--- src/rtl/pll_search_pkg.sv ---
package pll_search_pkg;

  typedef enum logic [1:0] {
    ST_IDLE,
    ST_PCHK,
    ST_LOAD,
    ST_DIV
  } ctrlState_t;

  // Strobes from the sequencer to the datapath
  typedef struct packed {
    logic init;    // clear the running best at search start
    logic load;    // launch the divider on the current candidate
    logic cmp;     // divider result ready: score the candidate
    logic finish;  // search over: publish best and pulse done
  } strobe_t;

endpackage

--- src/rtl/pll_div_restore.sv ---
module pll_div_restore #(
  parameter int NUM_W = 23,
  parameter int DEN_W = 8
) (
  input  logic             clk,
  input  logic             rstN,
  input  logic             load,
  input  logic [NUM_W-1:0] num,
  input  logic [DEN_W-1:0] den,
  output logic [NUM_W-1:0] quo,
  output logic             fin
);

  localparam int CW = $clog2(NUM_W + 1);
  localparam int PW = NUM_W + DEN_W + 1;

  logic [DEN_W-1:0] remR;
  logic [NUM_W-1:0] quoR;
  logic [NUM_W-1:0] numR;
  logic [DEN_W-1:0] denR;
  logic [CW-1:0]    cnt;
  logic [DEN_W:0]   shifted;
  logic [DEN_W:0]   newRem;
  logic             geq;

  assign shifted = {remR, quoR[NUM_W-1]};
  assign geq     = shifted >= {1'b0, denR};
  assign newRem  = geq ? (shifted - {1'b0, denR}) : shifted;

  always_ff @(posedge clk) begin
    if (!rstN) begin
      remR <= '0;
      quoR <= '0;
      numR <= '0;
      denR <= '0;
      cnt  <= '0;
      fin  <= 1'b0;
    end else if (load) begin
      remR <= '0;
      quoR <= num;
      numR <= num;
      denR <= den;
      cnt  <= CW'(NUM_W);
      fin  <= 1'b0;
    end else if (cnt != '0) begin
      remR <= newRem[DEN_W-1:0];
      quoR <= {quoR[NUM_W-2:0], geq};
      cnt  <= cnt - 1'b1;
      fin  <= (cnt == CW'(1));
    end else begin
      fin  <= 1'b0;
    end
  end

  assign quo = quoR;

  logic [PW-1:0] lowProd;
  logic [PW-1:0] highProd;
  logic [PW-1:0] numExt;
  assign lowProd  = PW'(quoR) * PW'(denR);
  assign highProd = lowProd + PW'(denR);
  assign numExt   = PW'(numR);


  div_quotient_chk: assert property (@(posedge clk) disable iff (!rstN)
    fin |-> (lowProd <= numExt) && (numExt < highProd));

endmodule

--- src/rtl/pll_search_ctrl.sv ---
module pll_search_ctrl
  import pll_search_pkg::*;
#(
  parameter int P_LIMIT     = 8,
  parameter int M_LIMIT     = 16,
  parameter int N_LIMIT     = 150,
  parameter int VCO_MIN_KHZ = 150000,
  parameter int VCO_MAX_KHZ = 550000,
  parameter int REQ_W       = 20,
  localparam int PW  = $clog2(P_LIMIT + 1),
  localparam int MW  = $clog2(M_LIMIT + 1),
  localparam int NW  = $clog2(N_LIMIT + 1)
) (
  input  logic             clk,
  input  logic             rstN,
  input  logic             start,
  input  logic [REQ_W-1:0] reqKhz,
  input  logic             divFin,
  output strobe_t          strb,
  output logic [PW-1:0]    candP,
  output logic [MW-1:0]    candM,
  output logic [NW-1:0]    candN,
  output logic [REQ_W-1:0] reqHeld
);

  localparam int PCW = $clog2(P_LIMIT + 2);

  ctrlState_t         state;
  logic [PCW-1:0]     pCnt;
  logic [MW-1:0]      mCnt;
  logic [NW-1:0]      nCnt;
  logic [63:0]        vcoProd;
  logic               vcoOk;
  logic               pDone;
  logic               busy;

  assign vcoProd = 64'(reqHeld) * 64'(pCnt);
  assign vcoOk   = (vcoProd >= 64'(VCO_MIN_KHZ)) && (vcoProd <= 64'(VCO_MAX_KHZ));
  assign pDone   = pCnt > PCW'(P_LIMIT);
  assign busy    = state != ST_IDLE;

  always_comb begin
    strb        = '0;
    strb.init   = (state == ST_IDLE) && start;
    strb.load   = (state == ST_LOAD);
    strb.cmp    = (state == ST_DIV) && divFin;
    strb.finish = (state == ST_PCHK) && pDone;
  end

  always_ff @(posedge clk) begin
    if (!rstN) begin
      state   <= ST_IDLE;
      pCnt    <= PCW'(1);
      mCnt    <= MW'(1);
      nCnt    <= NW'(1);
      reqHeld <= '0;
    end else begin
      case (state)
        ST_IDLE: if (start) begin
          reqHeld <= reqKhz;
          pCnt    <= PCW'(1);
          mCnt    <= MW'(1);
          nCnt    <= NW'(1);
          state   <= ST_PCHK;
        end
        ST_PCHK: begin
          if (pDone)      state <= ST_IDLE;
          else if (vcoOk) state <= ST_LOAD;
          else            pCnt  <= pCnt + 1'b1;
        end
        ST_LOAD: state <= ST_DIV;
        ST_DIV: if (divFin) begin
          if (nCnt != NW'(N_LIMIT)) begin
            nCnt  <= nCnt + 1'b1;
            state <= ST_LOAD;
          end else begin
            nCnt <= NW'(1);
            if (mCnt != MW'(M_LIMIT)) begin
              mCnt  <= mCnt + 1'b1;
              state <= ST_LOAD;
            end else begin
              mCnt  <= MW'(1);
              pCnt  <= pCnt + 1'b1;
              state <= ST_PCHK;
            end
          end
        end
        default: state <= ST_IDLE;
      endcase
    end
  end

  assign candP = pCnt[PW-1:0];
  assign candM = mCnt;
  assign candN = nCnt;


  load_in_window_chk: assert property (@(posedge clk) disable iff (!rstN)
    strb.load |-> vcoOk && (pCnt >= PCW'(1)) && !pDone);


  req_locked_chk: assert property (@(posedge clk) disable iff (!rstN)
    busy |=> $stable(reqHeld));

endmodule

--- src/rtl/pll_search_dp.sv ---
module pll_search_dp
  import pll_search_pkg::*;
#(
  parameter int REF_KHZ     = 48000,
  parameter int P_LIMIT     = 8,
  parameter int M_LIMIT     = 16,
  parameter int N_LIMIT     = 150,
  parameter int VCO_MIN_KHZ = 150000,
  parameter int VCO_MAX_KHZ = 550000,
  parameter int REQ_W       = 20,
  parameter int ERR_W       = 32,
  localparam int PW  = $clog2(P_LIMIT + 1),
  localparam int MW  = $clog2(M_LIMIT + 1),
  localparam int NW  = $clog2(N_LIMIT + 1)
) (
  input  logic             clk,
  input  logic             rstN,
  input  strobe_t          strb,
  input  logic [PW-1:0]    candP,
  input  logic [MW-1:0]    candM,
  input  logic [NW-1:0]    candN,
  input  logic [REQ_W-1:0] reqHeld,
  output logic             divFin,
  output logic             done,
  output logic [MW-1:0]    mOut,
  output logic [NW-1:0]    nOut,
  output logic [PW-1:0]    pOut,
  output logic [1:0]       sOut
);

  localparam int DVD_W = $clog2(REF_KHZ * N_LIMIT + 1);
  localparam int DVS_W = $clog2(M_LIMIT * P_LIMIT + 1);

  logic [DVD_W-1:0] divNum;
  logic [DVS_W-1:0] divDen;
  logic [DVD_W-1:0] divQuo;
  logic [ERR_W-1:0] candF;
  logic [ERR_W-1:0] reqF;
  logic [ERR_W-1:0] candErr;
  logic [ERR_W-1:0] bestErr;
  logic [MW-1:0]    bestM;
  logic [NW-1:0]    bestN;
  logic [PW-1:0]    bestP;

  assign divNum = DVD_W'(REF_KHZ) * DVD_W'(candN);
  assign divDen = DVS_W'(candM) * DVS_W'(candP);

  pll_div_restore #(.NUM_W(DVD_W), .DEN_W(DVS_W)) uDiv (
    .clk  (clk),
    .rstN (rstN),
    .load (strb.load),
    .num  (divNum),
    .den  (divDen),
    .quo  (divQuo),
    .fin  (divFin)
  );

  assign candF   = ERR_W'(divQuo);
  assign reqF    = ERR_W'(reqHeld);
  assign candErr = (candF > reqF) ? (candF - reqF) : (reqF - candF);

  always_ff @(posedge clk) begin
    if (!rstN) begin
      bestErr <= '1;
      bestM   <= '0;
      bestN   <= '0;
      bestP   <= '0;
      mOut    <= '0;
      nOut    <= '0;
      pOut    <= '0;
      done    <= 1'b0;
    end else begin
      done <= strb.finish;
      if (strb.init) begin
        bestErr <= '1;
        bestM   <= '0;
        bestN   <= '0;
        bestP   <= '0;
      end else if (strb.cmp && (candErr < bestErr)) begin
        bestErr <= candErr;
        bestM   <= candM;
        bestN   <= candN;
        bestP   <= candP;
      end
      if (strb.finish) begin
        mOut <= bestM;
        nOut <= bestN;
        pOut <= bestP;
      end
    end
  end

  assign sOut = 2'b00;


  done_single_chk: assert property (@(posedge clk) disable iff (!rstN)
    done |=> !done);


  result_hold_chk: assert property (@(posedge clk) disable iff (!rstN)
    !done |-> $stable({mOut, nOut, pOut}));


  empty_result_chk: assert property (@(posedge clk) disable iff (!rstN)
    (done && (pOut == '0)) |-> (mOut == '0) && (nOut == '0));


  result_vco_chk: assert property (@(posedge clk) disable iff (!rstN)
    (done && (pOut != '0)) |->
      (64'(reqHeld) * 64'(pOut) >= 64'(VCO_MIN_KHZ)) &&
      (64'(reqHeld) * 64'(pOut) <= 64'(VCO_MAX_KHZ)));

endmodule

--- src/rtl/pll_search_top.sv ---
module pll_search_top
  import pll_search_pkg::*;
#(
  parameter int REF_KHZ     = 48000,
  parameter int VCO_MIN_KHZ = 150000,
  parameter int VCO_MAX_KHZ = 550000,
  parameter int P_LIMIT     = 8,
  parameter int M_LIMIT     = 16,
  parameter int N_LIMIT     = 150,
  parameter int REQ_W       = 20,
  parameter int ERR_W       = 32,
  localparam int PW  = $clog2(P_LIMIT + 1),
  localparam int MW  = $clog2(M_LIMIT + 1),
  localparam int NW  = $clog2(N_LIMIT + 1)
) (
  input  logic             clk,
  input  logic             rstN,
  input  logic             start,
  input  logic [REQ_W-1:0] reqKhz,
  output logic             done,
  output logic [MW-1:0]    mOut,
  output logic [NW-1:0]    nOut,
  output logic [PW-1:0]    pOut,
  output logic [1:0]       sOut
);

  strobe_t          strb;
  logic [PW-1:0]    candP;
  logic [MW-1:0]    candM;
  logic [NW-1:0]    candN;
  logic [REQ_W-1:0] reqHeld;
  logic             divFin;

  pll_search_ctrl #(
    .P_LIMIT(P_LIMIT), .M_LIMIT(M_LIMIT), .N_LIMIT(N_LIMIT),
    .VCO_MIN_KHZ(VCO_MIN_KHZ), .VCO_MAX_KHZ(VCO_MAX_KHZ), .REQ_W(REQ_W)
  ) uCtrl (
    .clk(clk), .rstN(rstN), .start(start), .reqKhz(reqKhz), .divFin(divFin),
    .strb(strb), .candP(candP), .candM(candM), .candN(candN), .reqHeld(reqHeld)
  );

  pll_search_dp #(
    .REF_KHZ(REF_KHZ), .P_LIMIT(P_LIMIT), .M_LIMIT(M_LIMIT), .N_LIMIT(N_LIMIT),
    .VCO_MIN_KHZ(VCO_MIN_KHZ), .VCO_MAX_KHZ(VCO_MAX_KHZ),
    .REQ_W(REQ_W), .ERR_W(ERR_W)
  ) uDp (
    .clk(clk), .rstN(rstN), .strb(strb), .candP(candP), .candM(candM),
    .candN(candN), .reqHeld(reqHeld), .divFin(divFin), .done(done),
    .mOut(mOut), .nOut(nOut), .pOut(pOut), .sOut(sOut)
  );

endmodule

--- config.mk ---
export PLATFORM = sky130hd
export DESIGN_NAME = pll_search_top
export DESIGN_NICKNAME = d
export VERILOG_FILES = /design/src/rtl/pll_search_pkg.sv /design/src/rtl/pll_div_restore.sv /design/src/rtl/pll_search_ctrl.sv /design/src/rtl/pll_search_dp.sv /design/src/rtl/pll_search_top.sv
export SDC_FILE = /design/constraint.sdc
export NUM_CORES = 1
export LEC_CHECK = 0
export BUFFER_PORTS_ARGS = -buffer_cell sky130_fd_sc_hd__buf_2
export CORE_MARGIN = 4
export CORE_UTILIZATION = 60
export DETAILED_ROUTE_END_ITERATION = 12
export PLACE_DENSITY = 0.77
export SLEW_MARGIN = 10
export SYNTH_ARGS = -nofsm -noshare
export SYNTH_HDL_FRONTEND = slang
export SYNTH_SLANG_ARGS = --single-unit
--- constraint.sdc ---
create_clock -name clk -period 7.15 [get_ports clk]
set_input_delay 0.3575 -clock clk [delete_from_list [all_inputs] [get_ports clk]]
set_output_delay 0.3575 -clock clk [all_outputs]
set_load 0.01 [all_outputs]
Word level (Yosys, flattened, before mapping)
Cells that the tools add are included.

storage, ports and cells
  register bits = 151
  input port bits = 23
  output and inout port bits = 20
  logic and storage cells = 98

cells by class
  add/sub/neg operators = 7
  multipliers = 3
  magnitude comparators = 6
  eq/ne operators = 13
  multiplexer cells = 29
  bitwise gates (word level) = 2
  reductions and logical operators = 18

operators by type and width
  operator                count
  $mux W23                2
  $lt A32 B32 Y1          1
  $mux W32                1
  $mux W8                 4
  $mux W5                 6
  $ge A24 B18 Y1 const B  1
  $le A24 B20 Y1 const B  1
  $mul A20 B4 Y24         1
  $mux W4                 6
  $sub A20 B23 Y24        1
  $sub A23 B20 Y24        1
  $gt A23 B20 Y1          1
  $mul A9 B8 Y16 const A  1
  $pmux W8 S2             1
  $mux W2                 6
  $pmux W4 S3             1
  $ne A2 B2 Y1 const B    5
  $pmux W5 S2             1
  $ge A9 B8 Y1            1
  $add A8 B1 Y8 const B   1
  $mul A5 B4 Y8           1
  $ne A8 B8 Y1 const B    1
  $pmux W2 S4             1
  $sub A8 B8 Y8           1
  other kinds (22)        31

Logic depth before layout (Yosys ltp)
Gate-level depths: netlist of run 1.

  depth in word-level cells = 6
  gate-level depth with buffers = 28

Hierarchy
From an unflattened synthesis of run 1, not the netlist that was laid out.

second synthesis, totals
  cell total of the unflattened synthesis = 1,706
  area, all modules = 13,864.5 µm²

modules (own cells, without submodules)
  module           times used  cells an instance  area an instance (µm²)  seq. area each (µm²)
  pll_search_dp    1           830                6,776.5                 1,181.1
  pll_search_ctrl  1           594                4,639.4                 780.7
  pll_div_restore  1           282                2,448.6                 900.9

Worst setup path after synthesis of run 1
OpenSTA, ideal clock, no wires.

  path type = register to register
  start = register uCtrl.reqHeld[0]
  end = register uDp.bestErr[10]
  library setup time = 0.129 ns
  arrival time = 4.983 ns
  required time = 7.021 ns
  setup slack = 2.037 ns
  cell stages (with the launch flop) = 25
  path buffers = 3
  path through = dfxtp_1 ha_1 inv_1 fa_1 a21o_1 a21oi_1 o21ai_1 a211oi_1 o21ai_2 mux2i_1 or4_1 o21ai_1 nand2b_1 xnor2_1 ha_1 nand2_1 nor3_1 o21ai_0 o2111ai_1 a31o_2 clkbuf_1 clkbuf_1 clkbuf_1 mux2i_1 nand2_1

between the ends
  word-level cells in the longest chain between the ends = 4
  elaborated cells on any way between the ends = 6
  classes of those cells = add/sub (2); order compare (2); mux (1); reduce/logical (1)

ends and longest elaborated chain
  what                                            RTL line               RTL
  from (decl)                                     pll_search_ctrl.sv:23  output logic [REQ_W-1:0] reqHeld
  from (signal assigned)                          pll_search_ctrl.sv:60  reqHeld <= reqKhz;
  $sub A20 B23 Y24, or another cell as far along  pll_search_dp.sv:60    assign candErr = (candF > reqF) ? (candF - reqF) : (reqF - candF);
  $mux W32 (*)                                    pll_search_dp.sv:60
  net uDp.candErr[22]                             pll_search_dp.sv:39    logic [ERR_W-1:0] candErr;
  $lt A32 B32 Y1 (*)                              pll_search_dp.sv:79    end else if (strb.cmp && (candErr < bestErr)) begin
  $logic_and A1 B1 Y1 (*)                         pll_search_dp.sv:79
  to (signal assigned)                            pll_search_dp.sv:80    bestErr <= candErr;
  to (decl)                                       pll_search_dp.sv:40    logic [ERR_W-1:0] bestErr;

Mark *: on every way through the listed nets, which the timed path passes. The rest lies on a longest branch.
A chain may end at the register's enable or synchronous reset.

Worst setup path after layout of run 1
  start = register uCtrl.reqHeld[17]
  end = register uDp.bestM[3]

between the ends
  word-level cells in the longest chain between the ends = 4
  elaborated cells on any way between the ends = 6
  classes of those cells = add/sub (2); order compare (2); mux (1); reduce/logical (1)

ends and longest elaborated chain
  what                                            RTL line             RTL
  $sub A20 B23 Y24, or another cell as far along  pll_search_dp.sv:60
  $mux W32 (*)                                    pll_search_dp.sv:60
  net uDp.candErr[20]                             pll_search_dp.sv:39
  $lt A32 B32 Y1 (*)                              pll_search_dp.sv:79
  $logic_and A1 B1 Y1 (*)                         pll_search_dp.sv:79
  to (signal assigned)                            pll_search_dp.sv:81  bestM <= candM;
  to (decl)                                       pll_search_dp.sv:41  logic [MW-1:0] bestM;

Marked as above.

==> results of run 1 <==
-- cell families after synthesis --
kind of cell    count (synthesis)  share of synthesized area [%]
compound gates                397                           19.4
simple gates                  561                           18.9
flops                         143                           20.9
other cells                     1                         0.0273
buf+inv                       290                           8.55
fa+ha+maj                     226                           24.4
mux                            42                           3.15
xor+xnor                       72                           4.65
-- per-layer routing --
metal / wire (um) / track usage (%) / share of wire (%)
met5: 27 / 0 / 0.077
met4: 1260 / 10.5 / 3.6
met3: 1810 / 5.10 / 5.2
met2: 17200 / 47.9 / 49
met1: 14800 / 33.9 / 42
-- power by group through the flow --
stage / clock network [mW] / registers (mW) / logic, mW
floorplan: 0 / 0.912 / 1.26
global placement: 0 / 0.932 / 1.63
detailed placement: 0 / 0.934 / 1.64
CTS: 0.918 / 0.916 / 1.66
global route: 0.949 / 0.927 / 1.87
finish: 0.908 / 0.918 / 1.68
-- cells in the final DEF (no fill, tap or decap), types with 16 or more instances in the layout --
| cell | instances |
|---|---|
| xor2_1 | 30 |
| fa_1 | 69 |
| nand3_1 | 26 |
| nand4_1 | 18 |
| xnor2_1 | 41 |
| nor2_1 | 128 |
| inv_1 | 207 |
| a211oi_1 | 19 |
| a21oi_1 | 106 |
| and2_1 | 54 |
| dfxtp_1 | 143 |
| o211ai_1 | 16 |
| a21boi_0 | 54 |
| clkbuf_16 | 17 |
| nor3_1 | 28 |
| buf_2 | 40 |
| nand2_1 | 231 |
| o21ai_0 | 71 |
| mux2i_1 | 33 |
| a21o_1 | 32 |
| ha_1 | 157 |
-- final cells by class --
type | count | area (um2)
clock inverters | 14 | 146
well taps | 285 | 357
flip-flops and latches | 143 | 2860
clock buffers | 18 | 439
inverters | 207 | 777
fillers | 1984 | 8000
multi-input cells | 1300 | 9680
repair buffers | 54 | 305
-- worst max-delay path by stage --
| stage | slack [ns] | startpoint | end | cells after the start |
|---|---|---|---|---|
| 2_1_floorplan | 2.04 | uCtrl.reqHeld[0] | uDp.bestErr[10] | 24 |
| 3_3_place_gp | 1.50 | uCtrl.reqHeld[18] | uDp.bestErr[20] | 19 |
| 3_5_place_dp | 1.24 | uCtrl.reqHeld[17] | uDp.bestM[3] | 20 |
| 4_1_cts | 1.22 | uCtrl.reqHeld[17] | uDp.bestM[3] | 20 |
| 5_1_grt | 0.57 | uCtrl.reqHeld[14] | uDp.bestM[3] | 21 |
| 6_report | 1.16 | uCtrl.reqHeld[17] | uDp.bestM[3] | 20 |
-- critical path, cell delays in order, from the launching register on --
cell and delay [ns]:
dfxtp_1 0.43, inv_1 0.09, ha_1 0.53, nand4_1 0.22
o221ai_1 0.35, a211oi_1 0.14, o21ai_2 0.71, buf_4 0.37
mux2i_1 0.32, a21o_1 0.24, a21oi_1 0.10, xor2_1 0.17
ha_1 0.32, nand2_1 0.05, nor3_1 0.19, o21ai_0 0.14
o2111ai_1 0.14, a31o_2 0.65, buf_4 0.37, mux2i_1 0.23
nor2_1 0.06
-- sequential cells by signal, indices dropped and copies added, names as in the netlist, 8 cells and up --
| name | count |
|---|---|
| uCtrl.candN | 8 |
| uCtrl.reqHeld | 20 |
| uDp.bestErr | 24 |
| uDp.bestN | 8 |
| uDp.nOut | 8 |
| uDp.uDiv.denR | 8 |
| uDp.uDiv.quo | 23 |
| uDp.uDiv.remR | 8 |
-- through the flow --
step | cell area [um2] | utilization, % | total power, mW | worst slack, ns
after floorplan | 13700 | - | 2.17 | 2.04
final | 14600 | 64.5 | 3.50 | 1.16
after CTS | 14600 | 64.5 | 3.49 | 1.22
after global routing | 14600 | 64.5 | 3.74 | 0.571
after global placement | 14000 | 61.9 | 2.56 | 1.50
after detailed placement | 14000 | 61.9 | 2.58 | 1.24
==> flow_summary.yaml, run 1 <==
synth:
  avgSynthCellArea_um2: 7.92
  synth_seq_cells: 143
  synth_top_flop_cell: "dfxtp_1"
  synth-edff-count: 0
  netlist_instances: 1732
  async_reset_ff_share_pct: 0
  netlist.area_leader.share_pct: 20.9
  synth.most_common_cell: "nand2_1"
  synth_top_area_cell: "dfxtp_1"
  synth_area_leaders: "dfxtp_1 21%, ha_1 14%, fa_1 10%, nand2_1 6.3%, inv_1 5.7%"
  yosysWarnings: 0
  synth-seq-area-share_pct: 20.9
  synth_area_um2: 13700
  synth_cell_types: 85
  ys_top_cells_by_count: "231 x nand2_1, 207 x inv_1, 157 x ha_1"
pwr:
  power_per_cell_area_nw_per_um2: 240
  switchingPower_mw: 1.51
  static-leakage-power_nw: 7.07
  power_frac_comb_pct: 47.9
  pwr-share-clk_pct: 25.9
  intPower_mw: 1.99
  p_sw_share_pct: 43.1
  ir_worst_vdd_mv: 0.353
  seq_power_share_pct: 26.2
hold_path:
  hold_path.startpoint: "reqKhz[5]"
  hold_path_class: "primary input to register"
  holdPathEnd: "uCtrl.reqHeld[5]"
  whs_path_depth: 3
detailed_routing:
  num_vias: 11751
  antenna_left: 0
  viasPerCell: 5.81
  drc: 0
  first_pass_iters: 8
  wl_per_cell_um: 17.3
  routed_wl_mm: 35.0
  drtIter0Drc: 811
floorplan:
  initial_core_util_pct: 60.7
  die-area_um2: 25300
  ios: 43
  fp.coreArea_um2: 22600
  die_h_um: 159
  fp-row-count: 55
  die_w_um: 159
sta:
  worstMarginPinSlew_ns: 1.08
  whs_ns: 0.188
  period_minus_slack_ns: 5.99
  finClkSkew_ns: 0.0159
  setup_violations: 0
  rsz0062_at_grt: "false"
  fin_crit_sh_pct: 83.8
  tns_ns: 0
  finalMaxSlewViolations: 0
  hold_viol: 0
  slew_headroom_pct: 28.1
  fmax_ghz: 0.167
final_layout:
  area_growth_pct: 6.24
  n_antenna_cell: 0
  instances_no_fill: 2021
  drive_gt1_share_pct: 6.80
  finalNetCount: 1972
clock_tree:
  clock_latency_ns: 0.43
  cts_sinks: 143
  cts_tree: "done"
  clk_pin_slew_ns: 0.07
  clock-root-buffer: "clkbuf_16"
  clock_path_buffers: 2
  post-cts-setup-buffers: 0
  htree_num_levels: 4
  cts_hold_buffers: 0
  cts_resized: 0
  cts_made_buffers: 17
placement:
  numPlacedInstances: 1989
  io_buffers: 40
  hpwl_mm: 27.5
  gp_congestion: 0.955
setup_path:
  r2r_start: "uCtrl.reqHeld[17]"
  rr_worst_depth: 20
  critical_path_class: "register to register"
  worst_setup_path_end_kind: "register"
  reg2reg_to: "uDp.bestM[3]"
  cp-start-kind: "register"
  crit_path_max_fanout: 34
  crit_required_ns: 7.43
  reg2reg_slack_ns: 1.16
  crit_arrival_ns: 6.27
job:
  drv_cap: 0
global_route:
  antenna_found_initial: 2
  grt_overflow: 0
  grt_max_degree: 79
  grt_pass1_vias: 11559
  track_usage_pct: 27.5
  grt_first_pass_wirelength_mm: 57.6
status:
  status: "finished, final reports clean"
Power figures use the tool's default switching activity.
==> inputs of run 2 (changes only) <==
--- a/config.mk
+++ b/config.mk
@@ -5,11 +5,12 @@
 export SDC_FILE = /design/constraint.sdc
 export NUM_CORES = 1
 export LEC_CHECK = 0
+export ABC_AREA = 1
 export BUFFER_PORTS_ARGS = -buffer_cell sky130_fd_sc_hd__buf_2
 export CORE_MARGIN = 4
-export CORE_UTILIZATION = 60
+export CORE_UTILIZATION = 58
 export DETAILED_ROUTE_END_ITERATION = 12
-export PLACE_DENSITY = 0.77
+export PLACE_DENSITY = 0.78
 export SLEW_MARGIN = 10
 export SYNTH_ARGS = -nofsm -noshare
 export SYNTH_HDL_FRONTEND = slang
==> constraint.sdc (replaced) <==
create_clock -name clk -period 5.5 [get_ports clk]
set_input_delay 0.275 -clock clk [delete_from_list [all_inputs] [get_ports clk]]
set_output_delay 0.275 -clock clk [all_outputs]
set_load 0.01 [all_outputs]
==> flow_summary.yaml, run 2 <==
final_layout:
  area_growth_pct: 7.49
  layout_commonest_cell: "inv_1"
  drive_gt1_share_pct: 6.66
  largest_register_ffs: 24
  n_antenna_cell: 0
  design_area_um2: 15100
  nFillCells: 2212
  max_flop_register: "uDp.bestErr"
  final_cell_mix: "428 x inv_1, 385 x nand2_1, 180 x nor2_1"
  finalNetCount: 2324
detailed_routing:
  routed_wl_mm: 38.2
  drc: 0
  first_pass_iters: 8
  viasPerCell: 5.50
  antenna_left: 0
  num_vias: 13239
  drtIter0Drc: 1171
  wl_per_cell_um: 15.9
synth:
  synth_seq_cells: 143
  ys_top_cells_by_count: "429 x inv_1, 385 x nand2_1, 180 x nor2_1"
  synth_cell_types: 61
  synth_top_flop_cell: "dfxtp_1"
  synth_area_um2: 14100
  yosysWarnings: 0
  synth_top_area_cell: "dfxtp_1"
  async_reset_ff_share_pct: 0
  netlist.area_leader.share_pct: 20.3
  synth-seq-area-share_pct: 20.3
  synth.most_common_cell: "inv_1"
  netlist_instances: 2066
  synth-edff-count: 0
  synth_area_leaders: "dfxtp_1 20%, ha_1 14%, inv_1 11%, nand2_1 10%, fa_1 9.8%"
  avgSynthCellArea_um2: 6.82
clock_tree:
  cts_tree: "done"
  cts_made_buffers: 17
  clk_pin_slew_ns: 0.07
  clock_path_buffers: 2
  cts_sinks: 143
  clock_latency_ns: 0.44
  htree_num_levels: 4
  clock-root-buffer: "clkbuf_16"
sta:
  period_minus_slack_ns: 4.82
  whs_ns: 0.132
  hold_viol: 0
  finalMaxSlewViolations: 0
  finClkSkew_ns: 0.0112
  slew_headroom_pct: 24.2
  fmax_ghz: 0.208
  fin_crit_sh_pct: 87.6
  setup_violations: 0
  worstMarginPinSlew_ns: 1.14
  fin_ws_ns: 0.682
  rsz0062_at_grt: "false"
  tns_ns: 0
global_route:
  antenna_found_initial: 1
  grt_max_degree: 50
  grt_pass1_vias: 12573
  grt_first_pass_wirelength_mm: 62.8
  grt_overflow: 0
  track_usage_pct: 29.0
placement:
  gp_congestion: 1.02
  dpl_cell_area_um2: 14500
  io_buffers: 40
  hpwl_mm: 30.7
  dp_slack_ns: 0.504
setup_path:
  crit_path_max_fanout: 31
  critical_path_class: "register to register"
  crit_required_ns: 5.83
  cp-start-kind: "register"
  max_stage_delay_ns: 0.58
  crit_arrival_ns: 5.14
  worst_setup_path_end_kind: "register"
  critPathSlowestCell: "fa_1"
pwr:
  ir_worst_vdd_mv: 0.318
  power_per_cell_area_nw_per_um2: 556
  static-leakage-power_nw: 8.39
hold_path:
  hold_path_class: "primary input to register"
floorplan:
  die_h_um: 164
  fp.coreArea_um2: 23700
  ios: 43
  die-area_um2: 26800
  die_w_um: 164
  initial_core_util_pct: 59.5
  fp-row-count: 56
job:
  drv_cap: 0
status:
  status: "finished, final reports clean"
==> run 2: changes by cell type after synthesis, moves of 19 or more <==
cell | previous run | this run
nor2_1 | 128 | 180
and2_1 | 54 | 2
nand2_1 | 231 | 385
o21ai_0 | 71 | 140
inv_1 | 207 | 429
a21o_1 | 32 | 8
a21oi_1 | 106 | 171
xnor2_1 | 41 | 18
nand3_1 | 26 | 58
mux2i_1 | 33 | 0
a21boi_0 | 54 | 2
o21ai_1 | 6 | 25
==> run 2: worst max-delay path: cells and delay by family (launching register included) <==
family          cells  cell delay [ns]
fa+ha+maj           2             0.85
flops               1             0.49
compound gates     10             1.27
buf+inv             4             1.09
simple gates       10             1.01
==> run 2: cell type report <==
class / count / area, um2 / share of cell area, %
Tap cell: 319 / 399 / 2.64
Timing Repair Buffer: 53 / 298 / 1.97
Sequential cell: 143 / 2860 / 18.9
Clock buffer: 18 / 439 / 2.90
Inverter: 439 / 1650 / 10.9
Multi-Input combinational cell: 1421 / 9290 / 61.4
Clock inverter: 14 / 199 / 1.31
==> run 2: final timing paths <==
| kind | from | slack [ns] | endpoint | cells after the start |
|---|---|---|---|---|
| max reg2reg | uCtrl.reqHeld[1] | 0.68 | uDp.bestP[3] | 26 |
| min | reqKhz[0] | 0.13 | uCtrl.reqHeld[0] | 3 |
| min reg2reg | uDp.bestErr[8] | 0.48 | uDp.bestErr[8] | 2 |
| max | uCtrl.reqHeld[1] | 0.68 | uDp.bestP[3] | 26 |
==> run 2: cells by family (layout without fill, tap and decap cells) <==
group	after synthesis	in the layout	share of synthesized area [%]
compound gates	437	437	17.7
simple gates	692	692	20.5
fa+ha+maj	226	226	23.8
other cells	1	2	0.0266
buf+inv	503	524	13.7
xor+xnor	64	64	3.98
flops	143	143	20.3
==> run 2: stage by stage <==
stage / total power [mW] / utilization, % / instances
5_1_grt: 9.20 / 63.9 / 2407
2_1_floorplan: 5.66 / - / 2067
6_report: 8.41 / 63.9 / 2407
3_5_place_dp: 7.00 / 61.2 / 2375
4_1_cts: 8.30 / 63.9 / 2407
3_3_place_gp: 6.91 / 61.2 / 2375
==> run 2: power breakdown <==
part	switching [mW]	total [mW]	leakage, nW	internal, mW
clock network	0.523	1.27	0.306	0.744
logic	3.88	5.73	6.92	1.85
registers	0.223	1.42	1.16	1.19
total	4.62	8.41	8.39	3.79
==> run 2: repair_timing <==
item | 4_1_cts | 5_1_grt
buffers inserted | 0 | 0
hold buffers | 0 | 0
gates resized for setup | 0 | 1
endpoints found under the setup margin | 0 | 14
==> run 2: routing by layer <==
layer | GRT usage, % | vias to the layer above | share of wire, %
li1 | - | 6537 | -
met2 | 47.3 | 443 | 46
met1 | 39.8 | 6186 | 45
met5 | 0 | - | 0.044
met3 | 5.04 | 71 | 6.8
met4 | 8.04 | 2 | 2.6
==> inputs of run 3 (changes only) <==
--- a/config.mk
+++ b/config.mk
@@ -7,11 +7,11 @@
 export LEC_CHECK = 0
 export ABC_AREA = 1
 export BUFFER_PORTS_ARGS = -buffer_cell sky130_fd_sc_hd__buf_2
-export CORE_MARGIN = 4
-export CORE_UTILIZATION = 58
+export CORE_UTILIZATION = 59
 export DETAILED_ROUTE_END_ITERATION = 12
-export PLACE_DENSITY = 0.78
+export PLACE_DENSITY = 0.79
 export SLEW_MARGIN = 10
 export SYNTH_ARGS = -nofsm -noshare
 export SYNTH_HDL_FRONTEND = slang
+export SYNTH_HIERARCHICAL = 1
 export SYNTH_SLANG_ARGS = --single-unit
==> flow_summary.yaml, run 3 <==
final_layout:
  drive_gt1_share_pct: 6.62
  area_growth_pct: 6.92
  largest_register_ffs: 24
  multi_input_area_um2: 10400
  n_antenna_cell: 0
  final_cell_mix: "723 x nand2_1, 493 x inv_1, 217 x nor2_1"
  register_area_um2: 2860
  nFillCells: 2426
  max_flop_register: "uDp/bestErr"
  finalNetCount: 2704
  layout_commonest_cell: "nand2_1"
synth:
  yosysWarnings: 6
  synth_top_area_cell: "dfxtp_1"
  netlist.area_leader.share_pct: 18.6
  synth-seq-area-share_pct: 18.6
  synth_cell_types: 58
  synth_area_leaders: "dfxtp_1 19%, nand2_1 18%, ha_1 13%, inv_1 12%, fa_1 9.0%"
  avgSynthCellArea_um2: 6.34
  ys_top_cells_by_count: "723 x nand2_1, 493 x inv_1, 218 x nor2_1"
  synth_seq_cells: 143
  netlist_instances: 2428
  synth.most_common_cell: "nand2_1"
  synth_area_um2: 15400
  synth_top_flop_cell: "dfxtp_1"
  async_reset_ff_share_pct: 0
  synth-edff-count: 0
clock_tree:
  cts_resized: 0
  clock_latency_ns: 0.44
  cts_sinks: 143
  cts_made_buffers: 17
  cts_hold_buffers: 0
  clock-root-buffer: "clkbuf_16"
  cts_tree: "done"
  post-cts-setup-buffers: 0
  htree_num_levels: 4
  clk_pin_slew_ns: 0.07
  clock_path_buffers: 2
pwr:
  seq_power_share_pct: 17.3
  ir_worst_vdd_mv: 0.549
  pwr-share-clk_pct: 14.3
  power_frac_comb_pct: 68.4
  power_per_cell_area_nw_per_um2: 512
  intPower_mw: 3.69
  p_sw_share_pct: 56.1
  switchingPower_mw: 4.73
  static-leakage-power_nw: 9.55
floorplan:
  die_h_um: 164
  die-area_um2: 26700
  ios: 43
  fp-row-count: 58
  fp.coreArea_um2: 25400
  initial_core_util_pct: 60.6
  die_w_um: 164
placement:
  dp_slack_ns: 0.695
  gp_congestion: 0.922
  hpwl_mm: 31.8
  io_buffers: 40
detailed_routing:
  viasPerCell: 5.29
  drtIter0Drc: 1097
  antenna_left: 0
  routed_wl_mm: 40.2
  wl_per_cell_um: 14.4
  drc: 0
  first_pass_iters: 6
  num_vias: 14785
setup_path:
  rr_worst_depth: 25
  crit_required_ns: 5.87
  critical_path_class: "register to register"
  cp-start-kind: "register"
  reg2reg_slack_ns: 0.61
  crit_path_max_fanout: 27
  crit_arrival_ns: 5.27
  r2r_start: "uCtrl/reqHeld[0]"
  reg2reg_to: "uDp/bestErr[14]"
  worst_setup_path_end_kind: "register"
sta:
  fmax_ghz: 0.204
  slew_headroom_pct: 28.9
  fin_crit_sh_pct: 89.0
  hold_viol: 0
  finalMaxSlewViolations: 0
  tns_ns: 0
  period_minus_slack_ns: 4.89
  fin_ws_ns: 0.607
  rsz0062_at_grt: "false"
  finClkSkew_ns: 0.0185
  setup_violations: 0
  worstMarginPinSlew_ns: 1.06
global_route:
  track_usage_pct: 31.0
  grt_max_degree: 47
  grt_overflow: 0
  antenna_found_initial: 0
  grt_pass1_vias: 14007
  grt_first_pass_wirelength_mm: 66.3
status:
  status: "finished, final reports clean"
hold_path:
  holdPathEnd: "uCtrl/reqHeld[3]"
  whs_path_depth: 3
  hold_path_class: "primary input to register"
  hold_path.startpoint: "reqKhz[3]"
job:
  drv_cap: 0
==> run 3: routing by layer <==
metal / up-vias / routed length, um / GRT usage (%)
met5: - / 0 / 0
met4: 0 / 948 / 10.0
li1: 7487 / - / -
met1: 6868 / 17900 / 38.5
met3: 56 / 1820 / 4.34
met2: 374 / 19500 / 55.0
==> run 3: kinds of logic (layout without fill, tap and decap cells) <==
| family | Yosys count | after routing | synth area share [%] |
|---|---|---|---|
| AND/OR/NAND/NOR | 1216 | 1216 | 33.8 |
| buffers and inverters | 563 | 590 | 14.2 |
| adder cells (fa/ha/maj) | 231 | 231 | 22.1 |
| AO/OA/AOI/OAI | 228 | 228 | 8.54 |
| flip-flops | 143 | 143 | 18.6 |
| XOR/XNOR | 46 | 46 | 2.67 |
| other | 1 | 9 | 0.0244 |
==> run 3: power by group through the flow <==
stage | combinational [mW] | clock [mW] | sequential (mW)
after floorplan | 4.45 | 0 | 1.37
after global placement | 5.54 | 0 | 1.47
after detailed placement | 5.65 | 0 | 1.47
after CTS | 5.69 | 1.23 | 1.45
after global routing | 6.51 | 1.27 | 1.48
final | 5.76 | 1.21 | 1.46
==> run 3: layout make-up <==
cell class	instances	share of cell area [%]
inverter	505	11.5
clock inverter	15	1.13
clock buffer	17	2.58
multi-input combinational	1730	63.0
tap	330	2.51
sequential	143	17.4
timing repair buffer	53	1.81
==> run 3: worst max-delay path, stage by stage (launching register included) <==
cell,delay (ns)
dfxtp_1,0.50
ha_1,0.20
inv_1,0.09
fa_1,0.45
nand3_1,0.11
nand3_1,0.22
nand2_1,0.12
nand2_1,0.11
nand2_1,0.09
nand3_2,0.24
nand2_4,0.36
nand3_1,0.22
nand2_1,0.11
inv_1,0.04
ha_1,0.28
a21oi_1,0.08
o21ai_0,0.15
nand2_1,0.07
nand2_1,0.06
nand2_1,0.04
nand2_1,0.09
clkinv_1,0.47
nand2_1,0.21
buf_4,0.29
a21oi_1,0.11
nand2_1,0.08
==> run 3: how the worst max path moves through the flow <==
stage | from | end | slack (ns) | cells after the start
CTS | uCtrl/reqHeld[0] | uDp/bestErr[20] | 0.65 | 25
floorplan | uCtrl/candN[6] | uDp/uDiv/quo[19] | 1.53 | 15
detailed placement | uCtrl/reqHeld[0] | uDp/bestErr[13] | 0.70 | 25
global route | uCtrl/reqHeld[0] | uDp/bestErr[18] | 0.09 | 25
finish | uCtrl/reqHeld[0] | uDp/bestErr[14] | 0.61 | 25
global placement | uCtrl/reqHeld[0] | uDp/bestErr[20] | 0.80 | 25
==> run 3: metrics by stage <==
| stage | total power, mW | area, um2 | hold slack, ns | utilization (%) | instances |
|---|---|---|---|---|---|
| after floorplan | 5.82 | 15400 | 0.433 | - | 2436 |
| after global placement | 7.01 | 15900 | 0.442 | 62.4 | 2761 |
| after detailed placement | 7.12 | 15900 | 0.446 | 62.4 | 2761 |
| after CTS | 8.37 | 16500 | 0.0850 | 64.8 | 2793 |
| after global routing | 9.26 | 16500 | 0.108 | 64.8 | 2793 |
| final | 8.42 | 16500 | 0.0990 | 64.8 | 2793 |
